--- src/rtl/muldiv_pkg.sv ---
package muldiv_pkg;

  typedef enum logic [1:0] {
    MD_MUL_S = 2'b00,
    MD_MUL_U = 2'b01,
    MD_DIV_S = 2'b10,
    MD_DIV_U = 2'b11
  } md_op_e;

  typedef enum logic [1:0] {
    ST_IDLE = 2'b00,
    ST_RUN  = 2'b01,
    ST_FIX  = 2'b10
  } md_state_e;

endpackage

--- src/rtl/md_sign_prep.sv ---
module md_sign_prep
  import muldiv_pkg::*;
#(
  parameter int WIDTH = 32
) (
  input  logic [1:0]       op_i,
  input  logic [WIDTH-1:0] opa_i,
  input  logic [WIDTH-1:0] opb_i,
  output logic [WIDTH-1:0] mag_a_o,
  output logic [WIDTH-1:0] mag_b_o,
  output logic             is_div_o,
  output logic             neg_lo_o,
  output logic             neg_hi_o
);

  logic is_signed;
  logic sgn_a;
  logic sgn_b;

  always_comb begin
    is_signed = (op_i == MD_MUL_S) || (op_i == MD_DIV_S);
    is_div_o  = (op_i == MD_DIV_S) || (op_i == MD_DIV_U);
    sgn_a     = is_signed & opa_i[WIDTH-1];
    sgn_b     = is_signed & opb_i[WIDTH-1];
    mag_a_o   = sgn_a ? (~opa_i + 1'b1) : opa_i;
    mag_b_o   = sgn_b ? (~opb_i + 1'b1) : opb_i;
    // mul: both flags negate the whole product; div: lo = quotient, hi = remainder
    neg_lo_o  = sgn_a ^ sgn_b;
    neg_hi_o  = is_div_o ? sgn_a : (sgn_a ^ sgn_b);
  end

endmodule

--- src/rtl/md_iter_core.sv ---
module md_iter_core #(
  parameter int WIDTH = 32
) (
  input  logic             clk,
  input  logic             rst_n,
  input  logic             load_i,
  input  logic             step_i,
  input  logic             is_div_i,
  input  logic [WIDTH-1:0] mag_a_i,
  input  logic [WIDTH-1:0] mag_b_i,
  output logic [WIDTH-1:0] hi_raw_o,
  output logic [WIDTH-1:0] lo_raw_o
);

  logic [WIDTH-1:0] acc_hi_q, acc_hi_d;
  logic [WIDTH-1:0] acc_lo_q, acc_lo_d;
  logic [WIDTH-1:0] opnd_q,   opnd_d;
  logic [WIDTH:0]   sum;
  logic [WIDTH:0]   shl;
  logic [WIDTH:0]   diff;
  logic             reg_en;

  always_comb begin
    acc_hi_d = acc_hi_q;
    acc_lo_d = acc_lo_q;
    opnd_d   = opnd_q;
    sum      = {1'b0, acc_hi_q} + {1'b0, opnd_q};
    shl      = {acc_hi_q, acc_lo_q[WIDTH-1]};
    diff     = shl - {1'b0, opnd_q};
    reg_en   = load_i | step_i;
    if (load_i) begin
      acc_hi_d = '0;
      acc_lo_d = mag_a_i;
      opnd_d   = mag_b_i;
    end else if (step_i) begin
      if (is_div_i) begin
        if (!diff[WIDTH]) begin
          acc_hi_d = diff[WIDTH-1:0];
          acc_lo_d = {acc_lo_q[WIDTH-2:0], 1'b1};
        end else begin
          acc_hi_d = shl[WIDTH-1:0];
          acc_lo_d = {acc_lo_q[WIDTH-2:0], 1'b0};
        end
      end else if (acc_lo_q[0]) begin
        {acc_hi_d, acc_lo_d} = {sum, acc_lo_q[WIDTH-1:1]};
      end else begin
        {acc_hi_d, acc_lo_d} = {1'b0, acc_hi_q, acc_lo_q[WIDTH-1:1]};
      end
    end
  end

  always_ff @(posedge clk or negedge rst_n) begin
    if (!rst_n) begin
      acc_hi_q <= '0;
      acc_lo_q <= '0;
      opnd_q   <= '0;
    end else if (reg_en) begin
      acc_hi_q <= acc_hi_d;
      acc_lo_q <= acc_lo_d;
      opnd_q   <= opnd_d;
    end
  end

  assign hi_raw_o = acc_hi_q;
  assign lo_raw_o = acc_lo_q;

  // partial remainder stays below the divisor through every restoring step
  AST_REM_BELOW_DIVISOR: assert property (@(posedge clk) disable iff (!rst_n)
    (step_i && is_div_i && (opnd_q != '0)) |-> (acc_hi_q < opnd_q));

endmodule

--- src/rtl/md_result_fix.sv ---
module md_result_fix #(
  parameter int WIDTH = 32
) (
  input  logic             is_div_i,
  input  logic             neg_lo_i,
  input  logic             neg_hi_i,
  input  logic [WIDTH-1:0] hi_raw_i,
  input  logic [WIDTH-1:0] lo_raw_i,
  output logic [WIDTH-1:0] hi_o,
  output logic [WIDTH-1:0] lo_o
);

  localparam int DW = 2 * WIDTH;

  logic [DW-1:0] prod_neg;

  always_comb begin
    prod_neg = ~{hi_raw_i, lo_raw_i} + 1'b1;
    if (is_div_i) begin
      lo_o = neg_lo_i ? (~lo_raw_i + 1'b1) : lo_raw_i;
      hi_o = neg_hi_i ? (~hi_raw_i + 1'b1) : hi_raw_i;
    end else if (neg_lo_i) begin
      {hi_o, lo_o} = prod_neg;
    end else begin
      {hi_o, lo_o} = {hi_raw_i, lo_raw_i};
    end
  end

endmodule

--- src/rtl/muldiv_hilo.sv ---
module muldiv_hilo
  import muldiv_pkg::*;
#(
  parameter int WIDTH = 32
) (
  input  logic             clk,
  input  logic             rst_n,
  input  logic             start_i,
  input  logic [1:0]       op_i,
  input  logic [WIDTH-1:0] opa_i,
  input  logic [WIDTH-1:0] opb_i,
  output logic             busy_o,
  output logic             done_o,
  input  logic             rd_hi_i,
  output logic [WIDTH-1:0] rd_data_o
);

  localparam int CW = $clog2(WIDTH + 1);
  localparam logic [CW-1:0] ITERS = CW'(WIDTH);
  localparam logic [CW-1:0] LAST  = CW'(1);

  md_state_e        state_q, state_d;
  logic [CW-1:0]    cnt_q, cnt_d;
  logic             div_q, neg_lo_q, neg_hi_q;
  logic             done_q, done_d;
  logic [WIDTH-1:0] hi_q, lo_q;

  logic             load;
  logic             step;
  logic             hilo_en;
  logic [WIDTH-1:0] mag_a, mag_b;
  logic             pre_div, pre_neg_lo, pre_neg_hi;
  logic [WIDTH-1:0] hi_raw, lo_raw;
  logic [WIDTH-1:0] hi_fix, lo_fix;

  md_sign_prep #(.WIDTH(WIDTH)) u_prep (
    .op_i     (op_i),
    .opa_i    (opa_i),
    .opb_i    (opb_i),
    .mag_a_o  (mag_a),
    .mag_b_o  (mag_b),
    .is_div_o (pre_div),
    .neg_lo_o (pre_neg_lo),
    .neg_hi_o (pre_neg_hi)
  );

  md_iter_core #(.WIDTH(WIDTH)) u_core (
    .clk      (clk),
    .rst_n    (rst_n),
    .load_i   (load),
    .step_i   (step),
    .is_div_i (div_q),
    .mag_a_i  (mag_a),
    .mag_b_i  (mag_b),
    .hi_raw_o (hi_raw),
    .lo_raw_o (lo_raw)
  );

  md_result_fix #(.WIDTH(WIDTH)) u_fix (
    .is_div_i (div_q),
    .neg_lo_i (neg_lo_q),
    .neg_hi_i (neg_hi_q),
    .hi_raw_i (hi_raw),
    .lo_raw_i (lo_raw),
    .hi_o     (hi_fix),
    .lo_o     (lo_fix)
  );

  // next-state logic
  always_comb begin
    state_d = state_q;
    cnt_d   = cnt_q;
    load    = 1'b0;
    step    = 1'b0;
    hilo_en = 1'b0;
    done_d  = 1'b0;
    unique case (state_q)
      ST_IDLE: begin
        if (start_i) begin
          load    = 1'b1;
          cnt_d   = ITERS;
          state_d = ST_RUN;
        end
      end
      ST_RUN: begin
        step  = 1'b1;
        cnt_d = cnt_q - 1'b1;
        if (cnt_q == LAST) begin
          state_d = ST_FIX;
        end
      end
      ST_FIX: begin
        hilo_en = 1'b1;
        done_d  = 1'b1;
        state_d = ST_IDLE;
      end
      default: state_d = ST_IDLE;
    endcase
  end

  // control registers
  always_ff @(posedge clk or negedge rst_n) begin
    if (!rst_n) begin
      state_q <= ST_IDLE;
      cnt_q   <= '0;
      done_q  <= 1'b0;
    end else begin
      state_q <= state_d;
      cnt_q   <= cnt_d;
      done_q  <= done_d;
    end
  end

  // operation flags, captured on command acceptance
  always_ff @(posedge clk or negedge rst_n) begin
    if (!rst_n) begin
      div_q    <= 1'b0;
      neg_lo_q <= 1'b0;
      neg_hi_q <= 1'b0;
    end else if (load) begin
      div_q    <= pre_div;
      neg_lo_q <= pre_neg_lo;
      neg_hi_q <= pre_neg_hi;
    end
  end

  // Hi/Lo result pair, written together on completion
  always_ff @(posedge clk or negedge rst_n) begin
    if (!rst_n) begin
      hi_q <= '0;
      lo_q <= '0;
    end else if (hilo_en) begin
      hi_q <= hi_fix;
      lo_q <= lo_fix;
    end
  end

  assign busy_o    = (state_q != ST_IDLE);
  assign done_o    = done_q;
  assign rd_data_o = rd_hi_i ? hi_q : lo_q;

  AST_START_RAISES_BUSY: assert property (@(posedge clk) disable iff (!rst_n)
    (start_i && !busy_o) |=> busy_o);

  AST_DONE_SINGLE: assert property (@(posedge clk) disable iff (!rst_n)
    done_o |=> !done_o);

  AST_DONE_NOT_BUSY: assert property (@(posedge clk) disable iff (!rst_n)
    done_o |-> !busy_o);

  AST_RUN_NOT_RESTARTED: assert property (@(posedge clk) disable iff (!rst_n)
    (state_q == ST_RUN && cnt_q > LAST) |=> (state_q == ST_RUN && cnt_q == $past(cnt_q) - 1'b1));

  AST_HILO_ONLY_ON_DONE: assert property (@(posedge clk) disable iff (!rst_n)
    !($stable(hi_q) && $stable(lo_q)) |-> done_o);

endmodule

--- config.mk ---
export PLATFORM = sky130hd
export DESIGN_NAME = muldiv_hilo
export DESIGN_NICKNAME = d
export VERILOG_FILES = /design/src/rtl/muldiv_pkg.sv /design/src/rtl/md_sign_prep.sv /design/src/rtl/md_iter_core.sv /design/src/rtl/md_result_fix.sv /design/src/rtl/muldiv_hilo.sv
export SDC_FILE = /design/constraint.sdc
export NUM_CORES = 1
export LEC_CHECK = 0
export ABC_AREA = 0
export BUFFER_PORTS_ARGS = -buffer_cell sky130_fd_sc_hd__buf_2
export CORE_ASPECT_RATIO = 1.5
export CORE_UTILIZATION = 50
export DETAILED_ROUTE_END_ITERATION = 12
export GPL_TIMING_DRIVEN = 0
export PLACE_DENSITY = 0.68
export SLEW_MARGIN = 20
export SYNTH_ARGS = -nofsm -noshare
export SYNTH_HDL_FRONTEND = slang
export SYNTH_SLANG_ARGS = --single-unit
--- constraint.sdc ---
create_clock -name clk -period 4.1 [get_ports clk]
set_input_delay 0.82 -clock clk [delete_from_list [all_inputs] [get_ports clk]]
set_output_delay 0.82 -clock clk [all_outputs]
set_load 0.03 [all_outputs]
; After elaboration in Yosys (flattened, before gate mapping)
; Index checks and enable logic that the tools add are counted.
[word_totals]
ramBits = 0
output_inout_bits = 34
n_memories = 0
latch_bits = 0
rom_bits = 0
inputBits = 70
regBits = 172
[op_classes]
n_eq_ne = 7
magnitude_cmp = 0
mux = 29
n_bitwise = 9
n_shift = 0
n_mul = 0
n_div = 0
addsub = 8
n_reduce_logical = 11
[op_table]
columns = cell, n
row1 = $mux W32, 18
row2 = $add A32 B1 Y32 const B, 4
row3 = $not A32 Y32, 4
row4 = $add A64 B1 Y64 const B, 1
row5 = $not A64 Y64, 1
row6 = $add A32 B32 Y33, 1
row7 = $sub A33 B32 Y33, 1
row8 = $pmux W6 S2, 1
row9 = $reduce_and A2 Y1, 4
row10 = $eq A2 B2 Y1 const B, 3
row11 = $eq A6 B1 Y1 const B, 1
row12 = $mux W1, 6
row13 = $mux W6, 1
row14 = $reduce_bool A2 Y1, 3
row15 = $sub A6 B1 Y6 const B, 1
row16 = $logic_not A2 Y1, 2
row17 = $mux W2, 2
row18 = $ne A2 B2 Y1 const B, 2
row19 = $pmux W2 S2, 1
row20 = $and A1 B1 Y1, 2
row21 = $eq A2 B1 Y1 const B, 1
row22 = $logic_or A1 B1 Y1, 2
row23 = $or A1 B1 Y1, 1
row24 = $xor A1 B1 Y1, 1

; Longest topological paths before layout
; Gate-level depths: netlist (run 1).
[logic_depth]
word_depth = 5
depth_mapped = 16

; Cells and area by module
; Synthesis (run 1) repeated with hierarchy kept, for this count alone.
[unflattened]
hier_cells = 1789
area_unflattened_um2 = 15073.2
[by_module_without_submodules]
columns = module, n_inst, cells_per_inst, area_per_inst_um2
row1 = md_iter_core, 1, 1062, 8429.3
row2 = muldiv_hilo, 1, 223, 3316.9
row3 = md_result_fix, 1, 291, 1909.3
row4 = md_sign_prep, 1, 213, 1417.6

; Least setup slack after synthesis (run 1)
; Ideal clock, no wire load.
[synth_timing]
kind = reg2reg
start = reg u_core.acc_lo_q[31], in the netlist u_core.lo_raw_o[31]
end = reg u_core.acc_hi_q[30], in the netlist u_core.hi_raw_o[30]
required_time_ps = 3978
path_stages_with_launch = 16
setup_ps = 122
arrival_ps = 3446
synth_period_minus_slack_ps = 3568
setup_slack_ps = 532
cell_sequence = dfrtp_1 clkbuf_1 inv_1 ha_1 fa_1 nand2b_1 a21oi_1 o21ai_0 o2111a_1 nor3_1 nand2b_1 buf_2 xor2_1 buf_2 a31oi_1 a32o_1
[synth_between]
elab_chain_len = 5
[synth_lines]
columns = item, line_no
row1 = "start, declared", md_iter_core.sv:16  ; logic [WIDTH-1:0] acc_lo_q, acc_lo_d;
row2 = "start signal, assigned", md_iter_core.sv:59  ; acc_lo_q <= acc_lo_d;
row3 = $sub A33 B32 Y33, md_iter_core.sv:29  ; diff = shl - {1'b0, opnd_q};
row4 = $mux W32, md_iter_core.sv:37  ; if (!diff[WIDTH]) begin
row5 = $mux W32, md_iter_core.sv:36  ; if (is_div_i) begin
row6 = $mux W32, md_iter_core.sv:35  ; end else if (step_i) begin
row7 = $mux W32, md_iter_core.sv:31  ; if (load_i) begin
row8 = "end signal, assigned", md_iter_core.sv:58  ; acc_hi_q <= acc_hi_d;
row9 = "end, declared", md_iter_core.sv:15  ; logic [WIDTH-1:0] acc_hi_q, acc_hi_d;
; Every way passes these cells. The select of a mux whose other input is x is not followed.
; A chain may end at the register's enable or synchronous reset.

; Worst setup path in the final report (run 1)
[layout_timing]
start = reg u_core.acc_lo_q[0], in the netlist u_core.lo_raw_o[0]
end = reg hi_q[12]
[layout_between]
elab_chain_len = 4
[layout_lines]
columns = item, line_no
row1 = $not A64 Y64, md_result_fix.sv:18  ; prod_neg = ~{hi_raw_i, lo_raw_i} + 1'b1;
row2 = $add A64 B1 Y64, md_result_fix.sv:18
row3 = $mux W32, md_result_fix.sv:22  ; end else if (neg_lo_i) begin
row4 = $mux W32, md_result_fix.sv:19  ; if (is_div_i) begin
row5 = "end signal, assigned", muldiv_hilo.sv:133  ; hi_q <= hi_fix;
row6 = "end, declared", muldiv_hilo.sv:26  ; logic [WIDTH-1:0] hi_q, lo_q;
; Every way passes these cells.

==> impl_metrics.tcl, run 1 <==
set metrics [dict create \
    io_buffer_count 102 \
    worst_pin_slew_ns 1.04 \
    synth_top_area_share_pct 29.6 \
    stdcell_area_sq_mm 0.0162 \
    antenna_found_initial 0 \
    status "complete, no violations" \
    hold_viol 0 \
    grt_setup_unrepaired "false" \
    grt.overflow.total 0 \
    crit_chain "clkinv_1 > clkbuf_1 > ha_1 > inv_1 > nor2_1 > nand4b_1 > or3_4 > nor4_4 > nor2_2 > a21oi_1 > xor2_1 > o21ai_0" \
    grt_max_degree 62 \
    syn_area_sq_mm 0.0145 \
    synthTopCellsByCount "247 x nand2_1, 202 x o21ai_0, 172 x dfrtp_1" \
    antenna_left 0 \
    drt-pass1-iter-count 7 \
    reg2reg_from "u_core.lo_raw_o[0]$_DFFE_PN0P_" \
    setup_violations 0 \
    drt_iter0_markers 886 \
    tritoncts "built" \
    synthArstFlopShare_pct 100 \
    max_slew_margin_pct 30.0 \
    die_h_um 211 \
    crit_start "u_core.lo_raw_o[0]$_DFFE_PN0P_" \
    final_util_pct 56.8 \
    yosysSeqAreaShare_pct 29.6 \
    fillers 2710 \
    rows 76 \
    setup.worst_path.end_class "flip-flop" \
    synth_warnings 0 \
    place_area_sq_mm 0.0156 \
    irDropWorstVdd_v 0.000441 \
    clock-sinks 172 \
    finClkSkew_ns 0.0183 \
    final_max_slew_viol_count 0 \
    ios 104 \
    seq_area_sq_mm 0.00431 \
    worstPathRequired_ns 4.42 \
    crit_type "flip-flop to flip-flop" \
    avgSynthCellArea_sq_um 8.03 \
    core_sq_mm 0.0286 \
    drc 0 \
    multi_input_area_sq_mm 0.00955 \
    critPathMaxStageDelay_ns 0.61 \
    clock_power_share_pct 10.3 \
    nets 2075 \
    drive_gt1_share_pct 11.2 \
    fin_cells 2336 \
    yosys_register_bits 172 \
    vias_per_cell 6.08 \
    post-place-cells 2303 \
    syn_to_final_growth_pct 11.9 \
    worstPathArrival_ns 4.26 \
    critPathLaunchType "flip-flop" \
    internal_power_mw 7.62 \
    slowest_stage "clkbuf_1" \
    routed_wl_um 50200 \
    synth_top_flop_cell "dfrtp_1" \
    clockRootBuffer "clkbuf_16" \
    min_period_over_period_pct 95.9 \
    synth_area_leaders "dfrtp_1 30%, o21ai_0 7.0%, nand2_1 6.4%" \
    clock_latency_ns 0.47 \
    numCtsBuffers 17 \
    dieWidth_um 141 \
    syn-num-nets 1951 \
    p_sw_share_pct 53.7 \
    min_path_type "primary input to asynchronous set/reset pin" \
    htreeDepth 4 \
    syn_inst 1809 \
    period_needed_ns 3.93 \
    max_cap_violations 0 \
    synth-edff-count 0 \
    initial_core_util_pct 50.7 \
    clk_pin_slew_ns 0.08 \
    p_per_area_mw_per_mm2 1010 \
    yosys.area.top_type "dfrtp_1" \
    die_area_sq_mm 0.0297 \
    leakagePower_nw 6.84 \
    max_freq_ghz 0.254 \
    p_sw_mw 8.82 \
    grt_usage_pct 34.6 \
    post-dp-hpwl_um 39800 \
    ctsHoldBuffers 0 \
    antenna_cells 0 \
    vias 14200 \
    max-clock-path-buffers 2 \
    crit_fanout 10 \
    power.share.sequential_pct 20.4 \
    detail_route.wl_per_cell_um 21.5 \
    synth_cell_types 82 \
    yosysMostFrequentCell "nand2_1" \
    grt_pass1_wl_um 77800 \
    comb_power_share_pct 69.3 \
    grt_pass1_vias 14000 \
    place.gp.congestion 0.939 \
]
-- power by group through the flow --
| stage | clock network (mW) | logic (mW) | registers (mW) |
|---|---|---|---|
| floorplan | 0 | 8.13 | 2.96 |
| global placement | 0 | 10.9 | 3.32 |
| detailed placement | 0 | 11.0 | 3.34 |
| CTS | 1.71 | 11.2 | 3.32 |
| global route | 1.76 | 12.5 | 3.44 |
| finish | 1.69 | 11.4 | 3.36 |
-- kinds of logic (layout without fill, tap and decap cells) --
logic type      count (synthesis)  in the layout  share of synthesized area (%)
flops                         172            172                           29.6
xor+xnor                      177            177                           10.7
fa+ha+maj                      72             72                           6.31
compound gates                561            561                           24.0
mux                            84             84                           6.08
buf+inv                       179            316                           4.85
simple gates                  564            564                           18.4
-- cell usage in the layout (no fill, tap or decap), types with 5 or more instances in the layout --
cell / netlist / routed
nor2_1: 116 / 116
clkbuf_1: 96 / 91
buf_4: 0 / 5
inv_1: 59 / 59
o41ai_1: 14 / 14
xor2_1: 96 / 95
or4_1: 9 / 9
nor4_1: 21 / 21
nand4_1: 11 / 11
mux2i_1: 50 / 50
ha_1: 70 / 70
buf_2: 8 / 107
o211ai_1: 38 / 38
nand2b_1: 14 / 14
o22ai_1: 8 / 8
o21bai_1: 5 / 5
a21o_1: 23 / 23
o31ai_1: 27 / 26
clkbuf_16: 0 / 17
xnor2_1: 80 / 80
mux2_2: 34 / 34
dfrtp_1: 172 / 171
nand3b_1: 7 / 7
a31oi_1: 20 / 20
and3_1: 7 / 7
o221ai_1: 12 / 12
nor3_1: 31 / 31
o21ai_1: 6 / 7
inv_6: 0 / 7
o21a_1: 9 / 9
o21ai_0: 202 / 201
nand3_1: 21 / 21
a211oi_1: 22 / 22
nor2b_1: 19 / 19
and2_1: 5 / 5
or2_2: 7 / 7
nand2_1: 247 / 247
a21oi_1: 131 / 130
buf_1: 12 / 12
or3_1: 23 / 23
-- worst max-delay path: cells and delay by family, from the launching register on --
family | cells | cell delay [ns]
simple gates | 5 | 1.40
buf+inv | 3 | 1.04
xor+xnor | 1 | 0.27
compound gates | 2 | 0.32
flops | 1 | 0.48
fa+ha+maj | 1 | 0.29
-- final cells by class --
class / instances / area share [%]
Multi-Input combinational cell: 1458 / 58.8
Sequential cell: 172 / 26.5
Timing Repair Buffer: 106 / 3.64
Buffer: 118 / 3.06
Tap cell: 390 / 3.00
Clock buffer: 17 / 2.62
Inverter: 60 / 1.39
Clock inverter: 15 / 0.986
-- per-layer routing --
metal	share of wire [%]	GRT usage, %	vias up
li1	-	-	6751
met1	38	36.7	6815
met2	52	63.4	485
met3	3.5	3.33	155
met4	7.1	25.0	0
met5	0	0	-
-- path summary, 6_finish.rpt --
path	endpoint	slack (ns)	cells after the start
min reg2reg	lo_q[13]$_DFFE_PN0P_	0.47	2
max in group asynchronous	u_core.opnd_q[17]$_DFFE_PN0P_	3.14	2
min	hi_q[6]$_DFFE_PN0P_	0.28	1
max reg2reg	hi_q[12]$_DFFE_PN0P_	0.17	12
min in group clk	lo_q[13]$_DFFE_PN0P_	0.47	2
max	hi_q[12]$_DFFE_PN0P_	0.17	12
-- state kept, by name, summed over array words and instances (netlist names) --
signal	count
u_core.lo_raw_o	32
cnt_q	6
hi_q	32
u_core.hi_raw_o	32
u_core.opnd_q	32
state_q	2
neg_lo_q	1
neg_hi_q	1
done_o	1
lo_q	32
div_q	1
-- through the flow --
stage               setup slack (ns)  TNS [ns]  power, mW  hold WS (ns)
detailed placement            -0.996    -23.61       14.4         0.462
finish                         0.167         0       16.4         0.278
global placement               -1.02   -122.38       14.2         0.453
global route                  0.0167         0       17.7         0.307
floorplan                      0.532         0       11.1         0.438
CTS                           0.0601         0       16.2         0.285
-- repair_timing --
item	4_1_cts	5_1_grt
pin swaps	0	1
setup endpoints to repair	33	20
buffers inserted	1	1
resized for setup	13	5
(Power assumes the default switching activity.)
==> inputs of run 2 (changes only) <==
--- a/config.mk
+++ b/config.mk
@@ -8,10 +8,9 @@
 export ABC_AREA = 0
 export BUFFER_PORTS_ARGS = -buffer_cell sky130_fd_sc_hd__buf_2
 export CORE_ASPECT_RATIO = 1.5
-export CORE_UTILIZATION = 50
+export CORE_UTILIZATION = 38
 export DETAILED_ROUTE_END_ITERATION = 12
 export GPL_TIMING_DRIVEN = 0
-export PLACE_DENSITY = 0.68
 export SLEW_MARGIN = 20
 export SYNTH_ARGS = -nofsm -noshare
 export SYNTH_HDL_FRONTEND = slang
==> impl_metrics.tcl, run 2 (synthesis gave the netlist of run 1 again) <==
set metrics [dict create \
    drc 0 \
    setup.worst_path.end_class "flip-flop" \
    setup_tns_ns 0 \
    final_max_slew_viol_count 0 \
    setup_violations 0 \
    wl_met1_um 19200 \
    clockRootBuffer "clkbuf_16" \
    critPathLaunchType "flip-flop" \
    r2r_end "u_core.hi_raw_o[12]$_DFFE_PN0P_" \
    finClkSkew_ns 0.00933 \
    worst_pin_slew_ns 1.00 \
    rows 87 \
    worstPathRequired_ns 4.39 \
    crit_start "u_core.hi_raw_o[0]$_DFFE_PN0P_" \
    tritoncts "built" \
    core_sq_mm 0.0377 \
    die_h_um 241 \
    leakagePower_nw 6.84 \
    worst_slack_ns 0.177 \
    final_common_cell "nand2_1" \
    p_per_area_mw_per_mm2 1000 \
    crit_chain "buf_2 > inv_1 > fa_1 > nand2b_1 > a21oi_2 > o21ai_1 > o2111a_1 > nor3_1 > nand2b_1 > buf_2 > xnor2_2 > clkbuf_8 > nor2_1 > a21oi_1 > o221ai_1" \
    clock_latency_ns 0.47 \
    grt.overflow.total 0 \
    crit_type "flip-flop to flip-flop" \
    vias_per_cell 5.78 \
    dp_worst_setup_slack_ns -1.05 \
    syn_to_final_growth_pct 12.7 \
    hold_viol 0 \
    grt_usage_pct 26.1 \
    irDropWorstVdd_v 0.000394 \
    antenna_cells 0 \
    initial_core_util_pct 38.6 \
    htreeDepth 4 \
    drt-pass1-iter-count 6 \
    multi_input_area_sq_mm 0.00955 \
    die_area_sq_mm 0.0390 \
    max_slew_margin_pct 33.3 \
    detail_route.wl_per_cell_um 20.8 \
    final_cell_mix "247 x nand2_1, 201 x o21ai_0, 171 x dfrtp_1" \
    ios 104 \
    dieWidth_um 162 \
    grt_max_degree 73 \
    fillers 3928 \
    clk_pin_slew_ns 0.07 \
    cp_num_cells 15 \
    status "complete, no violations" \
    max-clock-path-buffers 2 \
    r2r_cells 15 \
    min_path_type "primary input to asynchronous set/reset pin" \
    antenna_left 0 \
    critPathTopFamily "compound AO/OA/AOI/OAI gates" \
    min_period_over_period_pct 95.7 \
    ctsHoldBuffers 0 \
    vias 14100 \
    crit_fanout 10 \
    drt_iter0_markers 769 \
    grt_setup_unrepaired "false" \
    place.gp.congestion 0.927 \
    io_buffer_count 102 \
    slowest_stage "fa_1" \
    nets 2074 \
    clock-sinks 172 \
    crit_buf_inv 4 \
    period_needed_ns 3.92 \
    routed_wl_um 50600 \
    post-dp-hpwl_um 40700 \
    max_freq_ghz 0.255 \
    dr_wl_met2_um 26100 \
    fin_hold_ws_ns 0.225 \
    max_cap_violations 0 \
    worstPathArrival_ns 4.21 \
    rrSetupSlack_ns 0.18 \
    antenna_found_initial 0 \
    grt_pass1_vias 14000 \
    grt_pass1_wl_um 77700 \
    critPathMaxStageDelay_ns 0.44 \
    crit_path_end "u_core.hi_raw_o[12]$_DFFE_PN0P_" \
    seq_area_sq_mm 0.00431 \
    numCtsBuffers 17 \
    drive_gt1_share_pct 11.2 \
    top_layer_used "met4" \
    wl_met3_um 1830 \
    reg2reg_from "u_core.hi_raw_o[0]$_DFFE_PN0P_" \
]
run 2: worst min path at each step:
stage	start	endpoint	slack, ns	cells after the start
finish	rst_n	u_core.lo_raw_o[14]$_DFFE_PN0P_	0.23	1
global route	rst_n	u_core.lo_raw_o[14]$_DFFE_PN0P_	0.25	1
CTS	rst_n	u_core.lo_raw_o[14]$_DFFE_PN0P_	0.23	1
detailed placement	hi_q[28]$_DFFE_PN0P_	hi_q[28]$_DFFE_PN0P_	0.46	2
global placement	hi_q[1]$_DFFE_PN0P_	hi_q[1]$_DFFE_PN0P_	0.45	2
floorplan	hi_q[1]$_DFFE_PN0P_	hi_q[1]$_DFFE_PN0P_	0.44	2
run 2: power by group:
part / leakage [nW] / switching, mW / total [mW] / internal [mW]
clock: 0.284 / 0.770 / 1.69 / 0.924
combinational: 4.46 / 7.04 / 11.3 / 4.30
sequential: 2.09 / 0.956 / 3.34 / 2.39
run 2: layout make-up:
cell class | instances | area share (%)
Sequential cell | 172 | 26.3
Inverter | 60 | 1.38
Tap cell | 489 | 3.74
Timing Repair Buffer | 105 | 3.56
Buffer | 118 | 3.04
Clock inverter | 14 | 0.963
Multi-Input combinational cell | 1458 | 58.3
Clock buffer | 18 | 2.68
run 2: what timing repair did:
item                                   CTS  global route
buffers inserted                         1             0
gates cloned                             0             0
endpoints found under the hold margin    0             0
setup endpoints to repair               33            28
resized for setup                       14             6
pin swaps                                1             0
run 2: routing by layer:
layer | global-route usage, % | vias up
met5 | 0 | -
li1 | - | 6768
met4 | 18.3 | 0
met2 | 48.6 | 417
met1 | 27.7 | 6737
met3 | 2.33 | 157
run 2: stage by stage:
stage	util [%]	area, sq um	std cells	power [mW]
6_report	43.5	16400	2434	16.4
3_5_place_dp	41.7	15700	2402	14.4
3_3_place_gp	41.5	15600	2400	14.2
2_1_floorplan	-	14500	1809	11.1
4_1_cts	43.4	16400	2434	16.2
5_1_grt	43.5	16400	2434	17.6
==> inputs of run 3 (changes only) <==
--- a/config.mk
+++ b/config.mk
@@ -11,6 +11,7 @@
 export CORE_UTILIZATION = 38
 export DETAILED_ROUTE_END_ITERATION = 12
 export GPL_TIMING_DRIVEN = 0
+export REMOVE_ABC_BUFFERS = 1
 export SLEW_MARGIN = 20
 export SYNTH_ARGS = -nofsm -noshare
 export SYNTH_HDL_FRONTEND = slang
==> impl_metrics.tcl, run 3 (synthesis gave the netlist of run 1 again) <==
set metrics [dict create \
    setup_violations 0 \
    drive_gt1_share_pct 12.0 \
    numCtsBuffers 17 \
    drt-pass1-iter-count 5 \
    detail_route.wl_per_cell_um 18.4 \
    final_cell_mix "246 x nand2_1, 201 x o21ai_0, 167 x dfrtp_1" \
    rrSetupSlack_ns 0.24 \
    die_h_um 241 \
    crit_fanout 10 \
    vias_per_cell 5.62 \
    worstPathRequired_ns 4.46 \
    rows 87 \
    place_area_sq_mm 0.0154 \
    grt.overflow.total 0 \
    nets 1966 \
    clock_latency_ns 0.46 \
    fin_cells 2326 \
    die_area_sq_mm 0.0390 \
    grt_max_degree 89 \
    critPathLaunchType "flip-flop" \
    tritoncts "built" \
    final_max_slew_viol_count 0 \
    crit_type "flip-flop to flip-flop" \
    max-clock-path-buffers 2 \
    htreeDepth 4 \
    stdcell_area_sq_mm 0.0161 \
    irDropWorstVdd_v 0.000391 \
    clk_pin_slew_ns 0.07 \
    grt_usage_pct 22.6 \
    max_freq_ghz 0.259 \
    routed_wl_um 42800 \
    syn_to_final_growth_pct 11.0 \
    ctsHoldBuffers 0 \
    finClkSkew_ns 0.0121 \
    grt_setup_unrepaired "false" \
    min_path_type "primary input to asynchronous set/reset pin" \
    hold_viol 0 \
    place.gp.congestion 0.970 \
    dieWidth_um 162 \
    clockRootBuffer "clkbuf_16" \
    worstPathArrival_ns 4.22 \
    final_common_cell "nand2_1" \
    antenna_found_initial 1 \
    drt_iter0_markers 667 \
    max_slew_margin_pct 32.4 \
    post-place-cells 2291 \
    initial_core_util_pct 38.6 \
    antenna_left 0 \
    clock-sinks 172 \
    min_period_over_period_pct 94.2 \
    core_sq_mm 0.0377 \
    setup.worst_path.end_class "flip-flop" \
    p_per_area_mw_per_mm2 968 \
    grt_pass1_wl_um 69100 \
    ios 104 \
    period_needed_ns 3.86 \
    grt_pass1_vias 13000 \
    drc 0 \
    io_buffer_count 103 \
    worst_pin_slew_ns 1.00 \
    max_cap_violations 0 \
    vias 13100 \
    status "complete, no violations" \
    leakagePower_nw 6.76 \
    post-dp-hpwl_um 32600 \
]
## run 3: changes by cell type in the layout (fill, tap and decap cells not counted), sizes merged
cell	change
diode	+1
clkbuf	-93
clkinvlp	-1
inv	-1
buf	-14
## run 3: repair_timing
item	CTS	global route
pin swaps	1	1
endpoints found under the setup margin	32	24
gates resized for setup	5	5
buffers inserted	2	0
cloned	0	0
## run 3: cell type report
class | count | area [sq um]
antenna | 1 | 2.50
tap | 489 | 612
fill | 3824 | 21500
timing repair buffer | 115 | 781
clock buffer | 19 | 453
inverter | 60 | 225
sequential | 172 | 4310
clock inverter | 12 | 138
multi-input combinational | 1458 | 9600
## run 3: worst paths after layout
| check | startpoint | endpoint | depth (start not counted) |
|---|---|---|---|
| setup / recovery | u_core.hi_raw_o[1]$_DFFE_PN0P_ | u_core.hi_raw_o[30]$_DFFE_PN0P_ | 11 |
| hold / removal | rst_n | cnt_q[2]$_DFFE_PN0P_ | 1 |
| setup reg to reg | u_core.hi_raw_o[1]$_DFFE_PN0P_ | u_core.hi_raw_o[30]$_DFFE_PN0P_ | 11 |
| hold reg to reg | hi_q[23]$_DFFE_PN0P_ | hi_q[23]$_DFFE_PN0P_ | 2 |
| max in group asynchronous | rst_n | u_core.hi_raw_o[0]$_DFFE_PN0P_ | 2 |
| min in group clk | hi_q[23]$_DFFE_PN0P_ | hi_q[23]$_DFFE_PN0P_ | 2 |
## run 3: power by group
part	switching (mW)	internal (mW)	total [mW]
Combinational	5.98	4.36	10.3
Clock	0.733	0.932	1.66
Sequential	1.22	2.39	3.61
Total	7.93	7.68	15.6
## run 3: metrics by stage
stage          util (%)  setup TNS (ns)  hold WS [ns]  worst slack [ns]  power, mW
2_1_floorplan         -           -6.16         0.438            -0.427       10.9
3_3_place_gp       40.3         -262.33         0.458             -3.12       13.4
3_5_place_dp       41.0           -8.85         0.466            -0.644       13.7
4_1_cts            42.7               0         0.366            0.0285       15.6
5_1_grt            42.8               0         0.381            0.0163       17.0
6_report           42.8               0         0.333             0.239       15.6
## run 3: critical path, cell delays in order (launching register included)
cell and delay (ns):
dfrtp_1 0.60, ha_1 0.33, a211oi_1 0.24, nor2_1 0.12, o21ai_0 0.51, o41ai_1 0.23, nor3_1 0.71, o22ai_1 0.23
xor2_1 0.20, a211oi_1 0.27, a31oi_1 0.06, a32o_1 0.25
## run 3: layer usage
metal	GRT usage, %	part of all wire, %
met1	25.6	41
met2	41.6	52
met3	2.81	3.1
met4	10.7	4.1
met5	0	0
